`src/rtl/tsr_pkg.sv`:
```
package tsr_pkg;

    typedef enum logic {
        KIND_DATA = 1'b0,
        KIND_TIME = 1'b1
    } frame_kind_e;

    localparam logic [7:0] CRC_POLY = 8'h07;

    // one MSB-first step of the frame check sequence
    function automatic logic [7:0] crc8_step(input logic [7:0] c, input logic b);
        logic fb;
        fb = c[7] ^ b;
        return {c[6:0], 1'b0} ^ (fb ? CRC_POLY : 8'h00);
    endfunction

endpackage

```
`src/rtl/tsr_bit_recover.sv`:
```
module tsr_bit_recover #(
    parameter int unsigned OVS = 4
) (
    input  logic clk,
    input  logic rst,
    input  logic line_in,
    output logic bit_vld,
    output logic bit_val
);
    localparam int unsigned PH_W = $clog2(OVS);
    localparam logic [PH_W-1:0] MID  = PH_W'(OVS / 2);
    localparam logic [PH_W-1:0] LAST = PH_W'(OVS - 1);

    typedef struct packed {
        logic            s1;
        logic            s2;
        logic            s3;
        logic [PH_W-1:0] ph;
        logic            vld;
        logic            val;
    } br_t;

    br_t q, d;
    logic edge_seen;

    always_comb begin
        d = q;
        d.s1 = line_in;
        d.s2 = q.s1;
        d.s3 = q.s2;
        edge_seen = q.s2 ^ q.s3;
        if (edge_seen) begin
            d.ph = PH_W'(1);
        end else if (q.ph == LAST) begin
            d.ph = '0;
        end else begin
            d.ph = q.ph + PH_W'(1);
        end
        d.vld = (q.ph == MID) && !edge_seen;
        d.val = q.s2;
    end

    always_ff @(posedge clk) begin
        if (rst) begin
            q <= '0;
        end else begin
            q <= d;
        end
    end

    assign bit_vld = q.vld;
    assign bit_val = q.val;

    AST_BIT_SPACING: assert property (@(posedge clk) disable iff (rst)
        bit_vld |=> !bit_vld);

endmodule

```
`src/rtl/tsr_framer.sv`:
```
module tsr_framer
    import tsr_pkg::*;
#(
    parameter int unsigned SYNC_W = 32,
    parameter int unsigned PAY_W  = 32
) (
    input  logic             clk,
    input  logic             rst,
    input  logic             bit_vld,
    input  logic             bit_val,
    output logic             frm_done,
    output logic             frm_ok,
    output logic             frm_kind,
    output logic [PAY_W-1:0] frm_pay
);
    localparam int unsigned FRAME_BITS = 1 + PAY_W + 8;
    localparam int unsigned CNT_W      = $clog2(FRAME_BITS + 1);
    localparam int unsigned ONES_W     = $clog2(SYNC_W + 1);
    localparam logic [CNT_W-1:0]  CRC_END = CNT_W'(1 + PAY_W);
    localparam logic [CNT_W-1:0]  LAST    = CNT_W'(FRAME_BITS - 1);
    localparam logic [ONES_W-1:0] ONES_MX = ONES_W'(SYNC_W);

    typedef enum logic { ST_HUNT, ST_BODY } fr_state_e;

    typedef struct packed {
        fr_state_e             st;
        logic [ONES_W-1:0]     ones;
        logic [CNT_W-1:0]      cnt;
        logic [FRAME_BITS-2:0] sh;
        logic [7:0]            crc;
        logic                  done;
        logic                  ok;
        logic                  kind;
        logic [PAY_W-1:0]      pay;
    } fr_t;

    fr_t q, d;

    always_comb begin
        d = q;
        d.done = 1'b0;
        if (bit_vld) begin
            if (q.st == ST_HUNT) begin
                if (bit_val) begin
                    if (q.ones != ONES_MX) d.ones = q.ones + ONES_W'(1);
                end else begin
                    if (q.ones == ONES_MX) begin
                        d.st  = ST_BODY;
                        d.cnt = '0;
                        d.crc = '0;
                    end
                    d.ones = '0;
                end
            end else begin
                d.sh  = {q.sh[FRAME_BITS-3:0], bit_val};
                d.cnt = q.cnt + CNT_W'(1);
                if (q.cnt < CRC_END) d.crc = crc8_step(q.crc, bit_val);
                if (q.cnt == LAST) begin
                    d.done = 1'b1;
                    d.ok   = (q.crc == {q.sh[6:0], bit_val});
                    d.kind = q.sh[FRAME_BITS-2];
                    d.pay  = q.sh[PAY_W+6:7];
                    d.st   = ST_HUNT;
                    d.ones = '0;
                end
            end
        end
    end

    always_ff @(posedge clk) begin
        if (rst) begin
            q <= '0;
        end else begin
            q <= d;
        end
    end

    assign frm_done = q.done;
    assign frm_ok   = q.ok;
    assign frm_kind = q.kind;
    assign frm_pay  = q.pay;

    AST_DONE_PULSE: assert property (@(posedge clk) disable iff (rst)
        frm_done |=> !frm_done);
    AST_DONE_FROM_BODY: assert property (@(posedge clk) disable iff (rst)
        frm_done |-> $past(q.st == ST_BODY));

endmodule

```
`src/rtl/tsr_time_keeper.sv`:
```
module tsr_time_keeper
    import tsr_pkg::*;
#(
    parameter int unsigned TIME_W     = 32,
    parameter int unsigned LAT_COMP   = 24,
    parameter int unsigned GAP_LIMIT  = 1024,
    parameter int unsigned LOSS_LIMIT = 3,
    parameter int unsigned ERR_W      = 8
) (
    input  logic              clk,
    input  logic              rst,
    input  logic              frm_done,
    input  logic              frm_ok,
    input  logic              frm_kind,
    input  logic [TIME_W-1:0] frm_pay,
    output logic [TIME_W-1:0] local_time,
    output logic              time_upd,
    output logic              data_vld,
    output logic [TIME_W-1:0] data_out,
    output logic              locked,
    output logic [ERR_W-1:0]  crc_err_cnt,
    output logic [ERR_W-1:0]  miss_cnt
);
    localparam int unsigned GAP_W  = $clog2(GAP_LIMIT + 1);
    localparam int unsigned MISS_W = $clog2(LOSS_LIMIT + 1);
    localparam logic [GAP_W-1:0]  GAP_END  = GAP_W'(GAP_LIMIT - 1);
    localparam logic [MISS_W-1:0] MISS_MAX = MISS_W'(LOSS_LIMIT);
    localparam logic [TIME_W-1:0] COMP     = TIME_W'(LAT_COMP);

    typedef struct packed {
        logic [TIME_W-1:0] tm;
        logic [TIME_W-1:0] hold;
        logic              upd;
        logic              dvld;
        logic [TIME_W-1:0] data;
        logic [1:0]        good;
        logic [MISS_W-1:0] miss_run;
        logic [GAP_W-1:0]  gap;
        logic              lock;
        logic [ERR_W-1:0]  crc_err;
        logic [ERR_W-1:0]  miss_err;
    } tk_t;

    tk_t q, d;
    logic [TIME_W-1:0] target;

    always_comb begin
        d = q;
        d.upd  = 1'b0;
        d.dvld = 1'b0;
        target = frm_pay + COMP;
        if (q.hold != '0) begin
            d.hold = q.hold - TIME_W'(1);
        end else begin
            d.tm = q.tm + TIME_W'(1);
        end
        d.gap = q.gap + GAP_W'(1);
        if (frm_done) begin
            d.gap = '0;
            if (frm_ok) begin
                d.miss_run = '0;
                if (frm_kind == KIND_TIME) begin
                    d.upd = 1'b1;
                    if (target > q.tm) begin
                        d.tm   = target;
                        d.hold = '0;
                    end else begin
                        d.tm   = q.tm;
                        d.hold = q.tm - target;
                    end
                    d.good = (q.good == 2'd2) ? 2'd2 : q.good + 2'd1;
                    if (d.good == 2'd2) d.lock = 1'b1;
                end else begin
                    d.dvld = 1'b1;
                    d.data = frm_pay;
                end
            end else begin
                if (q.crc_err != '1) d.crc_err = q.crc_err + ERR_W'(1);
                if (q.miss_run != MISS_MAX) d.miss_run = q.miss_run + MISS_W'(1);
                d.good = '0;
            end
        end else if (q.gap == GAP_END) begin
            d.gap = '0;
            if (q.miss_err != '1) d.miss_err = q.miss_err + ERR_W'(1);
            if (q.miss_run != MISS_MAX) d.miss_run = q.miss_run + MISS_W'(1);
            d.good = '0;
        end
        if (d.miss_run >= MISS_MAX) d.lock = 1'b0;
    end

    always_ff @(posedge clk) begin
        if (rst) begin
            q <= '0;
        end else begin
            q <= d;
        end
    end

    assign local_time  = q.tm;
    assign time_upd    = q.upd;
    assign data_vld    = q.dvld;
    assign data_out    = q.data;
    assign locked      = q.lock;
    assign crc_err_cnt = q.crc_err;
    assign miss_cnt    = q.miss_err;

    AST_TIME_MONOTONIC: assert property (@(posedge clk) disable iff (rst)
        local_time >= $past(local_time));
    AST_FREE_RUN: assert property (@(posedge clk) disable iff (rst)
        (!frm_done && q.hold == '0) |=> local_time == $past(local_time) + TIME_W'(1));
    AST_BAD_QUIET: assert property (@(posedge clk) disable iff (rst)
        (frm_done && !frm_ok) |=> (!time_upd && !data_vld));
    AST_CRC_COUNT: assert property (@(posedge clk) disable iff (rst)
        (frm_done && !frm_ok && crc_err_cnt != '1) |=> crc_err_cnt == $past(crc_err_cnt) + ERR_W'(1));
    AST_LOCK_RISE: assert property (@(posedge clk) disable iff (rst)
        $rose(locked) |-> time_upd);
    AST_LOCK_FALL: assert property (@(posedge clk) disable iff (rst)
        (q.miss_run >= MISS_MAX) |-> !locked);

endmodule

```
`src/rtl/tsr_rx.sv`:
```
module tsr_rx #(
    parameter int unsigned OVS        = 4,
    parameter int unsigned SYNC_W     = 32,
    parameter int unsigned TIME_W     = 32,
    parameter int unsigned LAT_COMP   = 24,
    parameter int unsigned GAP_LIMIT  = 1024,
    parameter int unsigned LOSS_LIMIT = 3,
    parameter int unsigned ERR_W      = 8
) (
    input  logic              clk,
    input  logic              rst,
    input  logic              line_in,
    output logic [TIME_W-1:0] local_time,
    output logic              time_upd,
    output logic              data_vld,
    output logic [TIME_W-1:0] data_out,
    output logic              locked,
    output logic [ERR_W-1:0]  crc_err_cnt,
    output logic [ERR_W-1:0]  miss_cnt
);
    logic              bit_vld;
    logic              bit_val;
    logic              frm_done;
    logic              frm_ok;
    logic              frm_kind;
    logic [TIME_W-1:0] frm_pay;

    tsr_bit_recover #(.OVS(OVS)) u_bits (
        .clk     (clk),
        .rst     (rst),
        .line_in (line_in),
        .bit_vld (bit_vld),
        .bit_val (bit_val)
    );

    tsr_framer #(.SYNC_W(SYNC_W), .PAY_W(TIME_W)) u_framer (
        .clk      (clk),
        .rst      (rst),
        .bit_vld  (bit_vld),
        .bit_val  (bit_val),
        .frm_done (frm_done),
        .frm_ok   (frm_ok),
        .frm_kind (frm_kind),
        .frm_pay  (frm_pay)
    );

    tsr_time_keeper #(
        .TIME_W     (TIME_W),
        .LAT_COMP   (LAT_COMP),
        .GAP_LIMIT  (GAP_LIMIT),
        .LOSS_LIMIT (LOSS_LIMIT),
        .ERR_W      (ERR_W)
    ) u_time (
        .clk         (clk),
        .rst         (rst),
        .frm_done    (frm_done),
        .frm_ok      (frm_ok),
        .frm_kind    (frm_kind),
        .frm_pay     (frm_pay),
        .local_time  (local_time),
        .time_upd    (time_upd),
        .data_vld    (data_vld),
        .data_out    (data_out),
        .locked      (locked),
        .crc_err_cnt (crc_err_cnt),
        .miss_cnt    (miss_cnt)
    );

    AST_UPD_XOR_DATA: assert property (@(posedge clk) disable iff (rst)
        !(time_upd && data_vld));

endmodule

```
`config.mk`:
```
export PLATFORM = sky130hd
export DESIGN_NAME = tsr_rx
export DESIGN_NICKNAME = d
export VERILOG_FILES = /design/src/rtl/tsr_pkg.sv /design/src/rtl/tsr_bit_recover.sv /design/src/rtl/tsr_framer.sv /design/src/rtl/tsr_time_keeper.sv /design/src/rtl/tsr_rx.sv
export SDC_FILE = /design/constraint.sdc
export NUM_CORES = 1
export LEC_CHECK = 0
export BUFFER_PORTS_ARGS = -buffer_cell sky130_fd_sc_hd__buf_4
export CAP_MARGIN = 10
export CORE_ASPECT_RATIO = 0.75
export CORE_MARGIN = 8
export CORE_UTILIZATION = 55
export CTS_CLUSTER_DIAMETER = 150
export CTS_CLUSTER_SIZE = 30
export DETAILED_ROUTE_END_ITERATION = 8
export GPL_ROUTABILITY_DRIVEN = 0
export HOLD_SLACK_MARGIN = 0.1
export PLACE_DENSITY = 0.74
export REMOVE_ABC_BUFFERS = 1
export SLEW_MARGIN = 10
export SYNTH_ARGS = -nofsm -noshare
export SYNTH_HDL_FRONTEND = slang
export SYNTH_SLANG_ARGS = --single-unit
```
`constraint.sdc`:
```
create_clock -name clk -period 10.79 [get_ports clk]
set_input_delay 2.158 -clock clk [delete_from_list [all_inputs] [get_ports clk]]
set_output_delay 2.158 -clock clk [all_outputs]
set_load 0.1 [all_outputs]
```
# ---- Yosys cells after proc, flatten, opt, wreduce, memory -nomap -nowiden
# Index checks and enable logic that the tools add are counted.
dict set report op_classes {
  add_sub_neg 12
  bitwise_logic 8
  n_reduce_logical 20
  n_mux 29
  magnitude_cmp 3
  eq_ne 18
}
# operator n
set ops {}
lappend ops {{$mux W98} 2}
lappend ops {{$mux W65} 1}
lappend ops {{$mux W32} 2}
lappend ops {{$mux W64} 1}
lappend ops {{$mux W35} 1}
lappend ops {{$mux W33} 1}
lappend ops {{$add A32 B1 Y32 const B} 1}
lappend ops {{$add A32 B5 Y32 const B} 1}
lappend ops {{$gt A32 B32 Y1} 1}
lappend ops {{$mux W8} 4}
lappend ops {{$reduce_bool A32 Y1} 1}
lappend ops {{$sub A32 B1 Y32 const B} 1}
lappend ops {{$sub A32 B32 Y32} 1}
lappend ops {{$mux W15} 2}
lappend ops {{$mux W6} 4}
lappend ops {{$reduce_and A3 Y1} 6}
lappend ops {{$add A8 B1 Y8 const B} 2}
lappend ops {{$ne A8 B8 Y1 const B} 2}
lappend ops {{$mux W13} 1}
lappend ops {{$add A6 B1 Y6 const B} 2}
lappend ops {{$eq A6 B6 Y1 const B} 2}
lappend ops {{$reduce_or A3 Y1} 4}
lappend ops {{$add A11 B1 Y11 const B} 1}
lappend ops {{$eq A11 B10 Y1 const B} 1}
lappend ops {{other kinds (25)} 45}
dict set report word_totals {
  output_inout_bits 83
  regBits 232
  inputBits 3
  wordCells 116
}

# ---- Depth between registers and ports, before layout
# Gate-level depths: netlist of run 1.
dict set report logic_depth {
  ltp_word 7
  mapped_depth 21
  mapped_depth_nobuf 18
}

# ---- Modules after synthesis
# A second synthesis of run 1 with hierarchy kept.
dict set report hier_totals {
  cells_unflattened 1583
  hier_area_um2 13093.8
}
# mod seq_area_each_um2 area_each_um2 instances cells_per_inst
set modules_own_cells {}
lappend modules_own_cells {tsr_time_keeper 2602.5 8964.8 1 1149}
lappend modules_own_cells {tsr_framer 1921.8 3925.0 1 417}
lappend modules_own_cells {tsr_bit_recover 120.1 203.9 1 17}

# ---- Least setup slack after synthesis of run 1
# Ideal clock, no wire load.
dict set report synth_timing {
  kind {flip-flop to flip-flop}
  from {reg u_framer.q (netlist bit u_framer.frm_pay[3])}
  to {reg u_time.q[97] (netlist bit)}
  required_time_ps 10662
  path_buffers 3
  setup_ps 128
  slack_ps 6842
  period_less_slack_ps 3948
  t_arrival_ps 3821
  stages_incl_launch_ff 21
  path_cell_list {dfxtp_1 > clkbuf_1 > inv_1 > ha_1 > or3_1 > nor4_1 > xnor2_1 > ha_1 > a21oi_1 > o21ai_0 > a21oi_1 > nor2b_1 > o21ai_0 > nand2b_1 > a221oi_4 > o21ai_2 > and2_1 > buf_6 > buf_6 > a32oi_1 > nor2_1}
}
dict set report synth_via {
  elab_chain_cells 6
  elab_cells_between_ends 7
  cone_classes {2 x add/sub; 1 x order compare; 4 x mux}
}
# item line_no
set synth_rtl {}
lappend synth_rtl {{from (decl)} tsr_framer.sv:37} ;# fr_t q, d;
lappend synth_rtl {{from (signal assigned)} tsr_framer.sv:72} ;# q <= '0;
lappend synth_rtl {{from (signal assigned)} tsr_framer.sv:74} ;# q <= d;
lappend synth_rtl {{$add A32 B5 Y32 (*)} tsr_time_keeper.sv:51} ;# target = frm_pay + COMP;
lappend synth_rtl {{$sub A32 B32 Y32 / $gt A32 B32 Y1 (equally long branches)} {tsr_time_keeper.sv:69, tsr_time_keeper.sv:64}}
lappend synth_rtl {{$mux W64 (*)} tsr_time_keeper.sv:64} ;# if (target > q.tm) begin
lappend synth_rtl {{$mux W65 (*)} tsr_time_keeper.sv:62} ;# if (frm_kind == KIND_TIME) begin
lappend synth_rtl {{$mux W98 (*)} tsr_time_keeper.sv:60} ;# if (frm_ok) begin
lappend synth_rtl {{$mux W98 (*)} tsr_time_keeper.sv:58} ;# if (frm_done) begin
lappend synth_rtl {{to (signal assigned)} tsr_time_keeper.sv:93} ;# q <= '0;
lappend synth_rtl {{to (signal assigned)} tsr_time_keeper.sv:95} ;# q <= d;
lappend synth_rtl {{to (decl)} tsr_time_keeper.sv:44} ;# tk_t q, d;
# Mark *: on every way between the ends. The rest lies on a longest branch, timed or not. The select of a mux whose other input is x is not followed.
# A chain may end at the register's enable or synchronous reset.

# ---- Worst setup path in the final report of run 1
dict set report layout_timing {
  from {reg u_framer.q (netlist bit u_framer.frm_pay[3])}
  to {reg u_time.q (netlist bit u_time.local_time[1])}
}
dict set report layout_via {
  elab_chain_cells 3
}
# item line_no
set layout_rtl {}
lappend layout_rtl {{$add A32 B5 Y32} tsr_time_keeper.sv:51}
lappend layout_rtl {{$gt A32 B32 Y1} tsr_time_keeper.sv:64}
lappend layout_rtl {{$ne A4 B3 Y1 (no line)} -}
# Every way passes these cells.

==> out/results.ini, run 1 <==
[run_status]
outcome=finished, final reports clean

[sta]
final-hold-violation-count=0
max_freq_ghz=0.1871
post-route-period-util_pct=49.52
grt_setup_unrepaired=false
final_max_slew_viol_count=0
max_slew_margin_pct=28.80
holdWs_ns=0.4558
worstMarginPinSlew_ns=1.067
final.min_clock_period_ns=5.344
setup_viol=0
tns_ns=0
clock_skew_ns=0.03170

[flow_run]
drv_cap=0

[setup_path]
crit_type=reg -> reg
crit_fanout=22
critPathCaptureType=flop
critPathRequiredTime_ns=11.16
arrival_ns=5.71
cp-start-kind=flop

[place]
dpl.cell_count=1841
io_buffers=85
hpwl_mm=22.45
postPlaceCellArea_um2=12840

[die]
die-area_um2=28260
die_x_um=191.5
rows=48
core-area_um2=22820
io_pins=86
die_h_um=147.6
initial_core_util_pct=55.65

[clock_tree]
cts_setup_buffers=0
root_buffer=clkbuf_16
clkSlewWorstSetupHoldPaths_ns=0.11
cts.sinks=232
cts.hold.buffers_added=0
clk_latency_ns=0.49
cts_resized=0
ctsHtreeMaxLevel=1
cts_tree=yes
numCtsBuffers=11
clk_path_buf_depth=3

[layout]
final_area_um2=13130
drive_gt1_share_pct=9.208
fin_cells=1853
diodes=0
final_common_cell=nand2_1
syn_to_final_growth_pct=3.369
final_cell_mix=nand2_1 (294), dfxtp_1 (232), a21oi_1 (177)
n_fill_cell=2115
fin_nets=1591

[drt]
vias=10910
wl_per_cell_um=17.09
vias_per_cell=5.887
first_iter_violations=1386
route.detailed.drc=0
routed_wl_mm=31.66
dr.pass1.iters=6
final_antenna_net_count=0

[yosys]
yosys_warnings=0
synthCells=1614
ys_types=77
ys_top_cells_by_area=dfxtp_1 (37%), nand2_1 (8.7%), a21oi_1 (7.0%)
ys.flop_type=dfxtp_1
yosysTopAreaCell=dfxtp_1
synth.top_cell.area_share_pct=36.57
netlist_area_um2=12700
synth.avg_cell_area_um2=7.869
synth_edf_count=0
async_flop_share_pct=0
seq_area_frac_synth_pct=36.57
synth_seq_cells=232

[global_routing]
grt_pass1_vias=9844
grt_usage_pct=21.66
grt_pass1_wl_mm=51.47
grt_antenna_before_repair=0
grt_max_degree=84
grt_overflow=0

[pwr]
powerDensity_nw_per_um2=143.1
p_leak_uw=0.004679
switching_share_pct=31.35
power_frac_clock_pct=24.6
combPwrFrac_pct=24.2
internal-power_uw=1290
p_seq_share_pct=51.3
power.switching_uw=588.9
vdd.ir_drop.worst_mv=0.07861

[min_path]
hold_path_class=reg -> reg

[per-layer routing]
metal  part of all wire, %  routed length [um]  global-route usage [%]  up-vias
li1                      -                   -                       -     5384
met1                    49               15510                   32.96     5080
met2                    42               13380                   31.90      402
met3                   6.9                2197                   2.825       43
met4                   1.8                 573                   4.647        0
met5                     0                   0                       0        -
[power by group through the flow]
stage          Clock [uW]  Combinational, uW  Sequential, uW
2_1_floorplan           0                332             995
4_1_cts               473                452             962
3_3_place_gp            0                439             978
6_report              461                454             963
3_5_place_dp            0                448             981
5_1_grt               503                517             971
[logic make-up after synthesis]
kind of cell / synth area share (%)
and+or+nand+nor: 22.88
AOI/OAI and AO/OA: 18.23
DFF: 36.57
buffers and inverters: 8.462
xor gates and xnor gates: 9.713
adders and majority gates: 3.980
muxes: 0.1576
[worst max-delay path: stages, from the launching register on]
cell and delay, ns:
dfxtp_1 0.49, inv_1 0.09, ha_1 0.29, or3_1 0.50, nor4_1 0.50, xnor2_1 0.22
ha_1 0.40, a21oi_1 0.27, o21ai_0 0.21, a21oi_1 0.18, nor2b_1 0.06, o21ai_0 0.14
nand2b_1 0.12, a221oi_4 0.29, o21ai_2 0.14, nor2_2 0.82, nor3b_1 0.11, a2111oi_1 0.40
[flip-flops by register name, indices dropped and copies added, names as in the netlist, 2 cells and up]
register and flops:
u_framer.frm_pay 32, u_framer.q 61, u_bits.q 3, u_time.miss_cnt 8
u_time.crc_err_cnt 8, u_time.q 47, u_bits.d 2, u_time.data_out 32
u_time.local_time 32
[stage by stage]
step                      setup WS, ns  power (uW)  util, %
after floorplan                  6.421        1328        -
after detailed placement         5.758        1429    56.28
after CTS                        5.604        1887    57.53
final                            5.446        1879    57.53
after global placement           5.933        1417    56.28
after global routing             5.092        1990    57.53
[cell usage after synthesis, drive strengths merged, types with 19 or more instances]
cell type and n:
nand2 294, dfxtp 232, a21oi 177, nor2 140, buf 98, clkbuf 72
xnor2 63, xor2 61, o21ai 47, nand3 44, a211oi 34, ha 33
inv 28, nor3 27, nand4 24, and3 19
[layout make-up]
type	count	area (um^2)	share of cell area (%)
flip-flops and latches	232	4644	35.38
multi-input cells	1184	6988	53.23
well taps	300	375.4	2.859
clock inverters	1	8.758	0.06671
inverters	28	105.1	0.8005
repair buffers	97	732.0	5.575
clock buffers	11	275.3	2.097
[path summary, 6_finish.rpt]
path                            depth (start not counted)  slack (ns)                                 to                              from
worst min-delay path                                    1        0.46             u_bits.d[0]$_SDFF_PP0_            u_bits.d[5]$_SDFF_PP0_
worst max-delay path                                   17        5.45  u_time.local_time[1]$_SDFFE_PP0P_  u_framer.frm_pay[3]$_SDFFE_PP0P_
worst min register to register                          1        0.46             u_bits.d[0]$_SDFF_PP0_            u_bits.d[5]$_SDFF_PP0_
worst max register to register                         17        5.45  u_time.local_time[1]$_SDFFE_PP0P_  u_framer.frm_pay[3]$_SDFFE_PP0P_
No activity file was read; power rests on OpenSTA's default activity.
==> run 2, diff against run 1 <==
--- a/config.mk
+++ b/config.mk
@@ -5,6 +5,7 @@
 export SDC_FILE = /design/constraint.sdc
 export NUM_CORES = 1
 export LEC_CHECK = 0
+export ABC_AREA = 1
 export BUFFER_PORTS_ARGS = -buffer_cell sky130_fd_sc_hd__buf_4
 export CAP_MARGIN = 10
 export CORE_ASPECT_RATIO = 0.75
@@ -15,7 +16,7 @@
 export DETAILED_ROUTE_END_ITERATION = 8
 export GPL_ROUTABILITY_DRIVEN = 0
 export HOLD_SLACK_MARGIN = 0.1
-export PLACE_DENSITY = 0.74
+export PLACE_DENSITY = 0.76
 export REMOVE_ABC_BUFFERS = 1
 export SLEW_MARGIN = 10
 export SYNTH_ARGS = -nofsm -noshare
==> constraint.sdc (replaced) <==
create_clock -name clk -period 4.3 [get_ports clk]
set_input_delay 0.86 -clock clk [delete_from_list [all_inputs] [get_ports clk]]
set_output_delay 0.86 -clock clk [all_outputs]
set_load 0.1 [all_outputs]
==> run 2 against run 1 <==
Maximum frequency grew 32%. Utilization grew 1.5 points. Sequential power grew 150%. Worst hold slack lost 0.032 ns. Register-to-register slack lost 5.2 ns. Critical endpoint is now u_time.local_time[5]$_SDFFE_PP0P_. First-iteration DRC count grew 18%. Power grew to 2.6 times the previous value. Clock skew is essentially flat. Via count grew 28%. Synthesized cell count grew 33%.
==> out/results.ini, run 2 <==
[run_status]
outcome=finished, final reports clean

[pwr]
p_leak_uw=0.006413
vdd.ir_drop.worst_mv=0.2217
switching_share_pct=34.91
combPwrFrac_pct=28.1
powerDensity_nw_per_um2=335.1
total_power_uw=4961
internal-power_uw=3229
power.switching_uw=1732
p_seq_share_pct=48.1
power_frac_clock_pct=23.7

[global_routing]
grt_pass1_wl_mm=64.40
grt_antenna_before_repair=1
grt_max_degree=86
grt_usage_pct=24.80
grt_overflow=0
grt_pass1_vias=12330

[clock_tree]
cts_tree=yes
clk_latency_ns=0.49
clkSlewWorstSetupHoldPaths_ns=0.13
ctsHtreeMaxLevel=1
root_buffer=clkbuf_16
numCtsBuffers=11
clk_path_buf_depth=3
cts.sinks=232

[yosys]
synth.top_cell.area_share_pct=32.89
seq_area_frac_synth_pct=32.89
synth_most_common_cell=nand2_1
synth.avg_cell_area_um2=6.592
synth_seq_cells=232
yosysTopAreaCell=dfxtp_1
yosys-top-cells-count=nand2_1 (425), nor2_1 (307), dfxtp_1 (232)
synthCells=2142
ys.flop_type=dfxtp_1
ys_types=53
ys_top_cells_by_area=dfxtp_1 (33%), nand2_1 (11%), nor2_1 (8.2%)
async_flop_share_pct=0
netlist_area_um2=14120
yosys_warnings=0
synth_edf_count=0

[layout]
syn_to_final_growth_pct=4.838
drive_gt1_share_pct=9.362
final_cell_mix=nand2_1 (425), nor2_1 (305), dfxtp_1 (232)
utilization_pct=59.01
n_fill_cell=2426
top_regs=u_framer.q: 61 flops, u_time.q: 47 flops
max_flop_register=u_framer.q
fin_cells=2453
diodes=0
fin_nets=2153
largest_reg_flops=61
final_common_cell=nand2_1

[setup_path]
critPathRequiredTime_ns=4.70
crit_path_top_delay_cell=dfxtp_1
crit_fanout=13
critical-path-max-stage-delay_ns=0.37
crit_type=reg -> reg
worstPathCellList=inv_2 > ha_1 > inv_1 > nand3_2 > nor3_4 > and3b_1 > nand2_1 > nor2_1 > xor2_1 > ha_1 > a21oi_1 > o21ai_0 > a221oi_1 > buf_4 > nand3_4 > nand2_4 > buf_4 > o31ai_1 > nor2_1 > nor2_1
arrival_ns=4.46
cpMostUsedCell=nor2_1
critPathCaptureType=flop
cp-start-kind=flop

[drt]
final_antenna_net_count=0
wl_per_cell_um=16.53
vias=14020
routed_wl_mm=40.55
first_iter_violations=1639
route.detailed.drc=0
dr.pass1.iters=9
vias_per_cell=5.713

[sta]
final-hold-violation-count=0
post-route-period-util_pct=94.32
final.min_clock_period_ns=4.056
worst_slack_ns=0.2444
grt_setup_unrepaired=true
clock_skew_ns=0.03149
final_max_slew_viol_count=0
holdWs_ns=0.4233
worstMarginPinSlew_ns=1.002
max_slew_margin_pct=32.59
max_freq_ghz=0.2466
setup_viol=0

[flow_run]
drv_cap=0

[die]
rows=50
core-area_um2=25090
die_x_um=201.0
io_pins=86
die-area_um2=31110
initial_core_util_pct=56.28
die_h_um=154.8

[place]
dpl.cell_count=2440
io_buffers=85
hpwl_mm=30.56
pre_cts_ws_ns=0.1122

[min_path]
hold_path_class=reg -> reg

## run 2: changes by cell type in the layout (fill, tap and decap cells not counted), moves of 21 or more
cell / before / now
nor2_1: 137 / 305
nor3_1: 27 / 48
nand3_1: 44 / 144
a211oi_1: 34 / 9
nand2_1: 294 / 425
xnor2_1: 63 / 24
inv_1: 28 / 218
o21ai_0: 41 / 173
a21oi_1: 177 / 134
## run 2: kinds of logic after synthesis
| family | Yosys count | share of synthesized area, % |
|---|---|---|
| buf+inv | 378 | 12.41 |
| simple gates | 1050 | 32.80 |
| compound gates | 376 | 14.37 |
| xor+xnor | 72 | 4.466 |
| flops | 232 | 32.89 |
| fa+ha+maj | 34 | 3.066 |
## run 2: what timing repair did
action,CTS,global route
gates resized for setup,0,6
endpoints found under the setup margin,0,57
hold buffers,0,0
setup buffers,0,1
## run 2: per-stage QoR
| stage | instance area [um^2] | TNS, ns |
|---|---|---|
| floorplan | 13240 | -7.508 |
| global placement | 14490 | 0 |
| detailed placement | 14490 | 0 |
| CTS | 14770 | 0 |
| global route | 14800 | -0.009683 |
| finish | 14800 | 0 |
## run 2: critical path: cells and delay by family (launching register included)
family | cells | cell delay (ns)
adder cells (fa/ha/maj) | 2 | 0.60
AND/OR/NAND/NOR | 9 | 1.36
AO/OA/AOI/OAI | 4 | 0.75
XOR/XNOR | 1 | 0.22
flip-flops | 1 | 0.37
buffers and inverters | 4 | 0.66
## run 2: worst paths after layout
| path | from | slack [ns] | cells past startpoint | endpoint |
|---|---|---|---|---|
| setup / recovery | u_framer.frm_pay[3]$_SDFFE_PP0P_ | 0.24 | 20 | u_time.local_time[5]$_SDFFE_PP0P_ |
| hold / removal | u_bits.d[5]$_SDFF_PP0_ | 0.42 | 2 | u_bits.d[0]$_SDFF_PP0_ |
| setup reg to reg | u_framer.frm_pay[3]$_SDFFE_PP0P_ | 0.24 | 20 | u_time.local_time[5]$_SDFFE_PP0P_ |
| hold reg to reg | u_bits.d[5]$_SDFF_PP0_ | 0.42 | 2 | u_bits.d[0]$_SDFF_PP0_ |
## run 2: routing by layer
metal	share of wire (%)	GRT usage (%)	vias up
met2	40	36.08	746
li1	-	-	6838
met4	2.2	6.049	2
met3	11	5.009	75
met1	46	36.68	6354
met5	0.022	0	-
## run 2: layout make-up
cell class	count	area (um^2)	share of cell area (%)
inverters	232	875.8	5.917
repair buffers	107	815.8	5.511
clock inverters	1	8.758	0.05917
clock buffers	11	275.3	1.860
flip-flops and latches	232	4644	31.38
multi-input cells	1532	7760	52.42
well taps	338	422.9	2.857
## run 2: power groups by stage
stage	sequential, uW	combinational [uW]	clock, uW
3_5_place_dp	2430	1360	0
3_3_place_gp	2430	1320	0
6_report	2390	1390	1180
4_1_cts	2380	1360	1200
2_1_floorplan	2410	967	0
5_1_grt	2400	1580	1260
